$ cat src/rtl/uart_tx_pkg.sv
package uart_tx_pkg;
   typedef enum logic [1:0] {
      ST_IDLE = 2'd0,
      ST_WAIT = 2'd1,
      ST_SEND = 2'd2
   } tx_state_e;

   typedef struct packed {
      logic len8;
      logic msb_first;
      logic par_en;
      logic par_odd;
      logic two_stop;
   } tx_fmt_t;
endpackage

$ cat src/rtl/utx_hold_reg.sv
module utx_hold_reg #(
   parameter int DATA_W = 8
) (
   input  logic              clk,
   input  logic              rst_n,
   input  logic              wr_en,
   input  logic [DATA_W-1:0] wr_data,
   input  logic              load,
   output logic [DATA_W-1:0] data_q,
   output logic              empty_q
);
   always_ff @(posedge clk or negedge rst_n) begin
      if (!rst_n) begin
         data_q  <= '0;
         empty_q <= 1'b1;
      end else if (wr_en && empty_q) begin
         data_q  <= wr_data;
         empty_q <= 1'b0;
      end else if (load) begin
         empty_q <= 1'b1;
      end
   end

   p_write_clears_r2: assert property (@(posedge clk) disable iff (!rst_n)
      wr_en && empty_q |=> !empty_q);
   p_full_write_ignored_r3: assert property (@(posedge clk) disable iff (!rst_n)
      wr_en && !empty_q |=> $stable(data_q));
   p_load_refills_r4: assert property (@(posedge clk) disable iff (!rst_n)
      load && !empty_q |=> empty_q);
endmodule

$ cat src/rtl/utx_frame_build.sv
module utx_frame_build
   import uart_tx_pkg::*;
#(
   parameter int DATA_W  = 8,
   parameter int FRAME_W = DATA_W + 4,
   parameter int CNT_W   = 4
) (
   input  logic [DATA_W-1:0]  data_i,
   input  tx_fmt_t            fmt,
   output logic [FRAME_W-1:0] frame_o,
   output logic [CNT_W-1:0]   nbits_o
);
   logic [DATA_W-1:0] rev_full, rev_short, masked, ordered;
   logic [DATA_W:0]   ord_ext;
   logic              par_bit;
   int                n_used;

   for (genvar g = 0; g < DATA_W; g++) begin : g_rev
      assign rev_full[g] = data_i[DATA_W-1-g];
      if (g < DATA_W - 1) begin : g_s
         assign rev_short[g] = data_i[DATA_W-2-g];
      end else begin : g_z
         assign rev_short[g] = 1'b0;
      end
   end

   assign masked  = fmt.len8 ? data_i : {1'b0, data_i[DATA_W-2:0]};
   assign ordered = fmt.msb_first ? (fmt.len8 ? rev_full : rev_short) : masked;
   assign ord_ext = {1'b0, ordered};
   assign par_bit = (^masked) ^ fmt.par_odd;
   assign n_used  = fmt.len8 ? DATA_W : DATA_W - 1;

   always_comb begin
      frame_o    = '1;
      frame_o[0] = 1'b0;
      for (int i = 0; i <= DATA_W; i++) begin
         if (i < n_used) begin
            frame_o[1+i] = ord_ext[i];
         end else if (i == n_used && fmt.par_en) begin
            frame_o[1+i] = par_bit;
         end
      end
      nbits_o = CNT_W'(1 + n_used + int'(fmt.par_en) + (fmt.two_stop ? 2 : 1));
   end
endmodule

$ cat src/rtl/utx_bit_timer.sv
module utx_bit_timer #(
   parameter int TICKS_PER_BIT = 16
) (
   input  logic clk,
   input  logic rst_n,
   input  logic run,
   input  logic baud_tick,
   output logic bit_end
);
   localparam int TICK_W = (TICKS_PER_BIT > 1) ? $clog2(TICKS_PER_BIT) : 1;
   localparam logic [TICK_W-1:0] LAST = TICK_W'(TICKS_PER_BIT - 1);

   logic [TICK_W-1:0] cnt_q;

   always_ff @(posedge clk or negedge rst_n) begin
      if (!rst_n) begin
         cnt_q <= '0;
      end else if (!run) begin
         cnt_q <= '0;
      end else if (baud_tick) begin
         cnt_q <= (cnt_q == LAST) ? '0 : cnt_q + 1'b1;
      end
   end

   assign bit_end = run && baud_tick && (cnt_q == LAST);
endmodule

$ cat src/rtl/uart_tx_chan.sv
module uart_tx_chan
   import uart_tx_pkg::*;
#(
   parameter int DATA_W        = 8,
   parameter int TICKS_PER_BIT = 16
) (
   input  logic              clk,
   input  logic              rst_n,
   input  logic              wr_en,
   input  logic [DATA_W-1:0] wr_data,
   input  logic              baud_tick,
   input  logic              cfg_tx_en,
   input  logic              cfg_len8,
   input  logic              cfg_msb_first,
   input  logic              cfg_par_en,
   input  logic              cfg_par_odd,
   input  logic              cfg_two_stop,
   input  logic              cfg_irq_en,
   output logic              tx_line,
   output logic              tx_empty,
   output logic              tx_irq
);
   localparam int FRAME_W = DATA_W + 4;
   localparam int CNT_W   = $clog2(FRAME_W + 1);

   if (DATA_W < 5 || DATA_W > 9) begin : g_bad_width
      $error("DATA_W must lie between 5 and 9");
   end
   if (TICKS_PER_BIT < 2) begin : g_bad_ticks
      $error("TICKS_PER_BIT must be at least 2");
   end

   tx_state_e          state_q;
   logic [FRAME_W-1:0] shreg_q, frame_w;
   logic [CNT_W-1:0]   left_q, nbits_w;
   logic [DATA_W-1:0]  held_w;
   logic               line_q, load, bit_end;
   tx_fmt_t            fmt;

   assign fmt  = '{len8: cfg_len8, msb_first: cfg_msb_first, par_en: cfg_par_en,
                   par_odd: cfg_par_odd, two_stop: cfg_two_stop};
   assign load = (state_q == ST_IDLE) && cfg_tx_en && !tx_empty;

   utx_hold_reg #(.DATA_W(DATA_W)) u_hold (
      .clk(clk), .rst_n(rst_n), .wr_en(wr_en), .wr_data(wr_data),
      .load(load), .data_q(held_w), .empty_q(tx_empty)
   );

   utx_frame_build #(.DATA_W(DATA_W), .FRAME_W(FRAME_W), .CNT_W(CNT_W)) u_build (
      .data_i(held_w), .fmt(fmt), .frame_o(frame_w), .nbits_o(nbits_w)
   );

   utx_bit_timer #(.TICKS_PER_BIT(TICKS_PER_BIT)) u_timer (
      .clk(clk), .rst_n(rst_n), .run(state_q == ST_SEND),
      .baud_tick(baud_tick), .bit_end(bit_end)
   );

   always_ff @(posedge clk or negedge rst_n) begin
      if (!rst_n) begin
         state_q <= ST_IDLE;
         shreg_q <= '1;
         left_q  <= '0;
         line_q  <= 1'b1;
      end else begin
         unique case (state_q)
            ST_IDLE: begin
               if (load) begin
                  shreg_q <= frame_w;
                  left_q  <= nbits_w;
                  state_q <= ST_WAIT;
               end
            end
            ST_WAIT: begin
               if (baud_tick) begin
                  line_q  <= shreg_q[0];
                  state_q <= ST_SEND;
               end
            end
            ST_SEND: begin
               if (bit_end) begin
                  if (left_q == CNT_W'(1)) begin
                     line_q  <= 1'b1;
                     state_q <= ST_IDLE;
                  end else begin
                     line_q  <= shreg_q[1];
                     shreg_q <= {1'b1, shreg_q[FRAME_W-1:1]};
                     left_q  <= left_q - 1'b1;
                  end
               end
            end
            default: state_q <= ST_IDLE;
         endcase
      end
   end

   assign tx_line = line_q;
   assign tx_irq  = tx_empty && cfg_irq_en;

   p_line_moves_on_tick_r5: assert property (@(posedge clk) disable iff (!rst_n)
      !$stable(line_q) |-> $past(baud_tick));
   p_idle_line_high_r6: assert property (@(posedge clk) disable iff (!rst_n)
      (state_q == ST_IDLE) |-> line_q);
   p_send_keeps_frame_r12: assert property (@(posedge clk) disable iff (!rst_n)
      (state_q == ST_SEND) && !bit_end |=> $stable(left_q));
endmodule

$ cat config.mk
export PLATFORM = sky130hd
export DESIGN_NAME = uart_tx_chan
export DESIGN_NICKNAME = d
export VERILOG_FILES = /design/src/rtl/uart_tx_pkg.sv /design/src/rtl/utx_hold_reg.sv /design/src/rtl/utx_frame_build.sv /design/src/rtl/utx_bit_timer.sv /design/src/rtl/uart_tx_chan.sv
export SDC_FILE = /design/constraint.sdc
export NUM_CORES = 1
export LEC_CHECK = 0
export BUFFER_PORTS_ARGS = -buffer_cell sky130_fd_sc_hd__buf_2
export CORE_MARGIN = 5
export CORE_UTILIZATION = 57
export CTS_CLUSTER_SIZE = 28
export DETAILED_ROUTE_END_ITERATION = 16
export PLACE_DENSITY = 0.78
export SLEW_MARGIN = 20
export SYNTH_ARGS = -nofsm -noshare
export SYNTH_HDL_FRONTEND = slang
export SYNTH_SLANG_ARGS = --single-unit
export TNS_END_PERCENT = 5
$ cat constraint.sdc
create_clock -name clk -period 2.2 [get_ports clk]
set_input_delay 0.33 -clock clk [delete_from_list [all_inputs] [get_ports clk]]
set_output_delay 0.33 -clock clk [all_outputs]
set_load 0.02 [all_outputs]
**Word-level counts from Yosys, hierarchy flattened**

Index checks and enable logic that the tools add are counted.
W data, S select, Z words.

- Register bits after elaboration: 32
- Word-level logic and storage cells: 110
- Input bits: 19
- Output and inout port bits: 3

- Muxes and demuxes: 45
- Equality and inequality tests: 18
- $add $sub $neg: 5
- Magnitude comparators: 9
- Bitwise gates (word level): 1
- Reductions and logical operators: 25

Operators by type and width:

| operator | count |
|---|---|
| $eq A4 B32 Y1 const A | 4 |
| $lt A4 B32 Y1 const A | 4 |
| $eq A3 B32 Y1 const A | 2 |
| $lt A3 B32 Y1 const A | 2 |
| $mux W12 | 3 |
| $eq A2 B32 Y1 const A | 1 |
| $eq A5 B32 Y1 const A | 1 |
| $logic_not A32 Y1 | 1 |
| $lt A1 B32 Y1 const A | 1 |
| $lt A2 B32 Y1 const A | 1 |
| $lt A5 B32 Y1 const A | 1 |
| $mux W4 | 7 |
| $mux W8 | 3 |
| $pmux W12 S2 | 1 |
| $mux W1 | 23 |
| $logic_and A1 B1 Y1 | 15 |
| $ne A2 B2 Y1 const B | 6 |
| $mux W2 | 5 |
| $pmux W4 S2 | 1 |
| $reduce_and A4 Y1 | 2 |
| $reduce_xor A8 Y1 | 1 |
| $pmux W2 S3 | 1 |
| $reduce_bool A2 Y1 | 3 |
| $add A2 B4 Y4 const A | 1 |
| 13 further kinds | 13 |

**Longest topological paths before layout**

Gate-level depths: netlist of the first run.

- Depth after elaboration: 7
- Depth in mapped cells: 9
- Gate-level depth less buffers: 8

**By module**

From an unflattened synthesis of the first run, not the netlist that was laid out.

- Cells, all modules: 186
- Area, all modules: 2073.2 um^2

Modules (own cells, without submodules):

| module | seq. area each (um^2) | instances | area each (um^2) | cells each |
|---|---|---|---|---|
| uart_tx_chan | 491.7 | 1 | 1094.8 | 86 |
| utx_frame_build | 0.0 | 1 | 420.4 | 58 |
| utx_hold_reg | 226.5 | 1 | 341.6 | 20 |
| utx_bit_timer | 100.1 | 1 | 216.5 | 22 |

**Least setup slack after synthesis of the first run**

No wires, ideal clock.

- Path type: input to register
- Start point: input port cfg_len8
- End point: register left_q[3]
- Required time: 2117 ps
- Path slack: 377 ps
- Stages: 9
- Data arrival time: 1741 ps
- Setup time: 83 ps
- Path through: buf_2 > inv_1 > ha_1 > inv_1 > ha_1 > a211oi_1 > xnor2_1 > a21oi_1 > o21ai_0

- Word-level cells in the longest chain between the ends: 6

Ends and longest elaborated chain:

| item | line | RTL |
|---|---|---|
| start, declared | uart_tx_chan.sv:13 | `input logic cfg_len8,` |
| $mux W4 | utx_frame_build.sv:31 | `assign n_used = fmt.len8 ? DATA_W : DATA_W - 1;` |
| $add A2 B4 Y4 | utx_frame_build.sv:43 | `nbits_o = CNT_W'(1 + n_used + int'(fmt.par_en) + (fmt.two_stop ? 2 : 1));` |
| $add A4 B2 Y4 | utx_frame_build.sv:43 |  |
| $add A4 B4 Y4 | utx_frame_build.sv:43 |  |
| $mux W4 | uart_tx_chan.sv:67 | `if (load) begin` |
| $pmux W4 S2 | uart_tx_chan.sv:65 | `unique case (state_q)` |
| end signal, assigned | uart_tx_chan.sv:69 | `left_q <= nbits_w;` |
| end signal, assigned | uart_tx_chan.sv:87 | `left_q <= left_q - 1'b1;` |
| end, declared | uart_tx_chan.sv:35 | `logic [CNT_W-1:0] left_q, nbits_w;` |

No other way between the ends. The select of a mux whose other input is x is not followed.
A chain may end at the register's enable or synchronous reset.

**Worst setup path after layout of the first run**

- Start point: register left_q[1]
- End point: register left_q[2]

- Word-level cells in the longest chain between the ends: 4

Ends and longest elaborated chain:

| item | line | RTL |
|---|---|---|
| $sub A4 B1 Y4 | uart_tx_chan.sv:87 |  |
| $mux W4 | uart_tx_chan.sv:81 | `if (left_q == CNT_W'(1)) begin` |
| $mux W4 | uart_tx_chan.sv:80 | `if (bit_end) begin` |
| $pmux W4 S2 | uart_tx_chan.sv:65 |  |

Parallel ways exist; a longest one is shown, timed or not. The select of a mux whose other input is x is not followed.

==> run_results.csv, run 1 <==
group,metric,value,unit
setup_path,crit_path_end_kind,"register",
power_and_ir_drop,ir_drop,0.797,mV
global_routing,grt_usage,17.3,%
final_layout,fin_cells,250,
setup_path,path_cells,"inv_1 > ha_1 > or3b_4 > a31oi_4 > o22ai_1 > a221o_1",
final_layout,nets,232,
place,dp.cells,242,
cts,tritoncts,"yes",
place,io_buffer_count,21,
sta,worst_slack,206,ps
run,maxCapViolations,0,
sta,rsz0062_at_grt,"no",
setup_path,r2r_end,"left_q[2]",
synthesis,synth_cell_types,43,
drt,drt_first_pass_iters,4,
sta,clock_skew,8.00,ps
cts,cts_setup_buffers,0,
sta,hold_slack,34.5,ps
synthesis,synth-seq-cells,30,
global_routing,gr-total-overflow,0,
sta,slew_headroom,56.0,%
synthesis,yosys_warnings,0,
cts,ctsHtreeMaxLevel,2,
floorplanning,dieArea,4420,um^2
drt,drt-total-wl,3.55,mm
synthesis,synth_fp_nets,210,
cts,clk_pin_slew_worst_paths,90,ps
cts,postCtsResizedCells,0,
synthesis,synth_edf_count,0,
drt,drc,0,
drt,vias_per_cell,5.79,
outcome,outcome,"finished, final reports clean",
floorplanning,core-area,3050,um^2
setup_path,r2r-start,"left_q[1]",
global_routing,grt_max_degree,31,
setup_path,worst_setup_path_start_kind,"register",
setup_path,critical_path.max_stage_delay,410,ps
cts,root_buffer,"clkbuf_4",
place,gp_congestion,0.929,
final_layout,final_common_cell,"buf_2",
sta,fin_crit,1990,ps
setup_path,worstSetupStartpoint,"left_q[1]",
synthesis,yosys.area.top_type,"dfrtp_1",
setup_path,critical_path_buf_inv_count,1,
setup_path,criticalPathCategory,"register to register",
synthesis,synth_seq_area_share,42.1,%
floorplanning,dieHeight,66.5,um
synthesis,synthCells,183,
drt,wl_per_cell,14.2,um
sta,final_hold_viol_count,0,
synthesis,syn_area,1820,um^2
synthesis,ys_top_cells_by_area,"dfrtp_1 25%, dfstp_2 17%, mux2_2 5.6%",
sta,tns,0,ps
floorplanning,die_w,66.5,um
sta,worst_pin_slew,660,ps
setup_path,rr_worst_depth,6,
place,dpl_worst_slack,248,ps
sta,setup_viol,0,
power_and_ir_drop,p_per_area,1380,nW/um^2
sta,fmax,0.501,GHz
synthesis,avgSynthCellArea,9.93,um^2
cts,cts_made_buffers,5,
cts,clock_path_buffers,2,
final_layout,n_antenna_cell,0,
setup_path,cp_max_fo,12,
floorplanning,fp-row-count,20,
global_routing,grt_pass1_vias,1387,
final_layout,drive_above_1_share,28.6,%
synthesis,synth_top_area_share,24.8,%
global_routing,antenna_found_initial,0,
power_and_ir_drop,leakagePower,0.914,nW
synthesis,yosys_most_used_dff,"dfrtp_1",
setup_path,rrSetupSlack,210,ps
drt,ant_nets,0,
setup_path,crit_arrival,2210,ps
cts,hold_buffers,0,
synthesis,synthArstFlopShare,100,%
final_layout,area_delta_synth_final,12.3,%
setup_path,cp_top_family,"compound AO/OA/AOI/OAI gates",
floorplanning,ios,22,
power_and_ir_drop,total_power,2.82,mW
global_routing,grt_pass1_wl,5.88,mm
hold_path,hold_path_class,"input pin to async pin",
cts,clock_latency,320,ps
cts,cts.sinks,30,
final_layout,final_cell_mix,"21 x buf_2, 18 x dfrtp_1, 15 x nor2_1, 15 x o21ai_0, 14 x a21oi_1",
sta,slew_viol_final,0,
drt,drt-initial-drc-count,147,
setup_path,cp_data_required_time,2410,ps
drt,route.vias.total,1447,
setup_path,crit_slowest_cell,"dfrtp_1",
sta,finalCritPeriodShare,90.6,%
floorplanning,start_util,59.5,%
place,hpwl,2.61,mm
-- report_power, final --
part / total, mW / switching, mW / leakage (nW) / internal (mW)
registers: 1.09 / 0.237 / 0.350 / 0.852
logic: 1.33 / 0.662 / 0.520 / 0.666
clock network: 0.400 / 0.182 / 0.0446 / 0.218
-- through the flow --
step / instance area (um^2) / utilization (%)
floorplan: 1820 / -
global placement: 1960 / 64.3
detailed placement: 1960 / 64.3
CTS: 2040 / 66.9
global route: 2040 / 66.9
finish: 2040 / 66.9
-- state kept, by name (all words and copies together) (netlist names) --
name / flops
shreg_q: 10
u_hold.data_q: 8
state_q: 2
tx_line: 1
u_timer.cnt_q: 4
u_hold.empty_q: 1
left_q: 4
-- layer usage --
metal	share of wire (%)	vias to the layer above	wire length (um)	GRT usage [%]
met5	0	-	0	0
met1	43	705	1520	20.4
met4	2.1	0	76	7.87
met3	4.7	10	166	4.05
met2	50	39	1790	29.7
li1	-	693	-	-
-- Yosys cell counts, types with 2 or more instances --
library cell  number
dfrtp_1           18
nor2_1            15
o21ai_0           15
a21oi_1           14
nand2_1           13
dfstp_2           12
inv_1             10
mux2_2             9
mux2i_1            9
ha_1               8
xnor2_1            8
a211oi_1           7
buf_2              6
clkbuf_1           4
nand3_1            3
a21o_1             2
a221o_1            2
nand2b_1           2
nor3_1             2
-- how the worst max path moves through the flow --
stage | to | depth (start not counted)
2_1_floorplan | left_q[3] | 9
3_3_place_gp | left_q[2] | 6
3_5_place_dp | left_q[2] | 6
4_1_cts | left_q[2] | 6
5_1_grt | left_q[2] | 6
6_report | left_q[2] | 6
-- area by class of cell --
type,instances,area [um^2]
fill,255,1010
multi-input combinational,133,970
sequential,30,766
timing repair buffer,25,135
clock buffer,8,78.8
tap,44,55.1
inverter,10,37.5
-- cell families (layout without fill, tap and decap cells) --
group | count (synthesis) | after routing | share of synthesized area (%)
flops | 30 | 30 | 42.1
buf+inv | 20 | 43 | 4.54
mux | 18 | 18 | 10.5
simple gates | 47 | 47 | 13.3
xor+xnor | 11 | 11 | 6.47
fa+ha+maj | 8 | 8 | 5.51
compound gates | 49 | 49 | 17.6
Note: power is estimated with default switching activity, not from simulation.
==> inputs of run 2 (changes only) <==
--- a/config.mk
+++ b/config.mk
@@ -11,6 +11,7 @@
 export CTS_CLUSTER_SIZE = 28
 export DETAILED_ROUTE_END_ITERATION = 16
 export PLACE_DENSITY = 0.78
+export REMOVE_ABC_BUFFERS = 1
 export SLEW_MARGIN = 20
 export SYNTH_ARGS = -nofsm -noshare
 export SYNTH_HDL_FRONTEND = slang
==> run_results.csv, run 2 (synthesis results as in run 1) <==
group,metric,value,unit
global_routing,grt_max_degree,31,
setup_path,cp_max_fo,12,
power_and_ir_drop,ir_drop,0.735,mV
cts,tritoncts,"yes",
global_routing,gr-total-overflow,0,
outcome,outcome,"finished, final reports clean",
global_routing,grt_pass1_wl,6.47,mm
sta,fin_crit,2010,ps
cts,postCtsResizedCells,0,
sta,finalCritPeriodShare,91.5,%
final_layout,nets,231,
drt,route.vias.total,1449,
cts,ctsHtreeMaxLevel,2,
floorplanning,fp-row-count,20,
setup_path,critical_path.max_stage_delay,410,ps
final_layout,largest_reg_flops,10,
global_routing,grt_usage,19.3,%
floorplanning,ios,22,
sta,slew_viol_final,0,
cts,cts.sinks,30,
cts,clk_pin_slew_worst_paths,100,ps
setup_path,crit_slowest_cell,"or3b_4",
drt,drt-initial-drc-count,70,
drt,vias_per_cell,5.82,
power_and_ir_drop,p_per_area,1390,nW/um^2
cts,cts_setup_buffers,0,
setup_path,path_cells,"inv_1 > ha_1 > or3b_4 > a31oi_4 > o22ai_1 > a221o_1",
sta,tns,0,ps
place,placed_area,1960,um^2
sta,slew_headroom,56.2,%
power_and_ir_drop,leakagePower,0.909,nW
final_layout,final_cell_mix,"21 x buf_2, 18 x dfrtp_1, 15 x nor2_1, 15 x o21ai_0, 14 x a21oi_1",
drt,drc,0,
final_layout,final_util,66.6,%
setup_path,worst_setup_path_start_kind,"register",
final_layout,reg_top3,"shreg_q (10), u_hold.data_q (8)",
run,maxCapViolations,0,
drt,wl_per_cell,15.1,um
place,dp.cells,241,
hold_path,hold_path_class,"input pin to async pin",
cts,hold_buffers,0,
setup_path,cp_data_required_time,2420,ps
final_layout,top_register,"shreg_q",
floorplanning,core-area,3050,um^2
sta,clock_skew,6.53,ps
final_layout,fin_cells,249,
drt,ant_nets,0,
setup_path,crit_path_end_kind,"register",
setup_path,criticalPathCategory,"register to register",
drt,drt_first_pass_iters,5,
floorplanning,dieArea,4420,um^2
sta,setup_viol,0,
cts,root_buffer,"clkbuf_4",
place,io_buffer_count,21,
floorplanning,dieHeight,66.5,um
cts,clock_path_buffers,2,
place,gp_congestion,0.805,
sta,final_hold_viol_count,0,
final_layout,drive_above_1_share,28.3,%
place,hpwl,2.64,mm
setup_path,crit_arrival,2230,ps
cts,cts_made_buffers,5,
final_layout,finalInstanceArea,2030,um^2
final_layout,final_common_cell,"buf_2",
final_layout,fillers,264,
drt,drt-total-wl,3.76,mm
final_layout,area_delta_synth_final,11.9,%
final_layout,n_antenna_cell,0,
cts,clock_latency,330,ps
sta,worst_pin_slew,658,ps
global_routing,antenna_found_initial,0,
sta,rsz0062_at_grt,"no",
floorplanning,die_w,66.5,um
final_layout,seq_area,766,um^2
global_routing,grt_pass1_vias,1461,
final_layout,multi_input_area,970,um^2
sta,fmax,0.497,GHz
floorplanning,start_util,59.5,%
## run 2: cell types whose count changed in the layout (fill, tap and decap cells not counted), sizes merged
cell,delta
buf,-1
## run 2: area by class of cell
cell class | instances | share of cell area [%]
Sequential cell | 30 | 37.6
Timing Repair Buffer | 24 | 6.27
Tap cell | 44 | 2.71
Inverter | 10 | 1.85
Multi-Input combinational cell | 133 | 47.7
Clock buffer | 8 | 3.87
## run 2: worst paths after layout
check | startpoint | slack [ps] | cells past startpoint | to
max in group asynchronous | rst_n | 1750 | 1 | u_timer.cnt_q[0]
setup reg to reg | left_q[1] | 190 | 6 | left_q[2]
hold reg to reg | shreg_q[3] | 480 | 2 | shreg_q[3]
hold / removal | rst_n | 20 | 1 | state_q[0]
setup / recovery | left_q[1] | 190 | 6 | left_q[2]
min in group clk | wr_en | 160 | 2 | u_hold.empty_q
## run 2: report_power, final
part	total [mW]	leakage [nW]	internal, mW	switching, mW
clock	0.412	0.0446	0.218	0.194
combinational	1.30	0.515	0.654	0.651
sequential	1.11	0.350	0.851	0.259
total	2.83	0.909	1.72	1.10
## run 2: per-layer routing
metal  global-route usage [%]  vias to the layer above  wire length [um]
li1                         -                      692                 -
met5                        0                        -                 0
met3                     4.22                       11               202
met2                     31.4                       40              1870
met1                     23.3                      706              1590
met4                     11.2                        0                86
## run 2: critical path: cells and delay by family, from the launching register on
family	cells	cell delay, ps
AOI/OAI and AO/OA	3	840
buffers and inverters	1	110
adders and majority gates	1	140
DFF	1	400
and+or+nand+nor	1	410
## run 2: metrics by stage
stage                     worst slack (ps)  power [mW]  hold WS (ps)
after floorplan                       28.0        2.07          34.4
after global placement                 340        2.34           386
after detailed placement               238        2.40           403
after CTS                              220        2.83          45.0
after global routing                   114        3.06          76.5
final                                  186        2.83          19.5
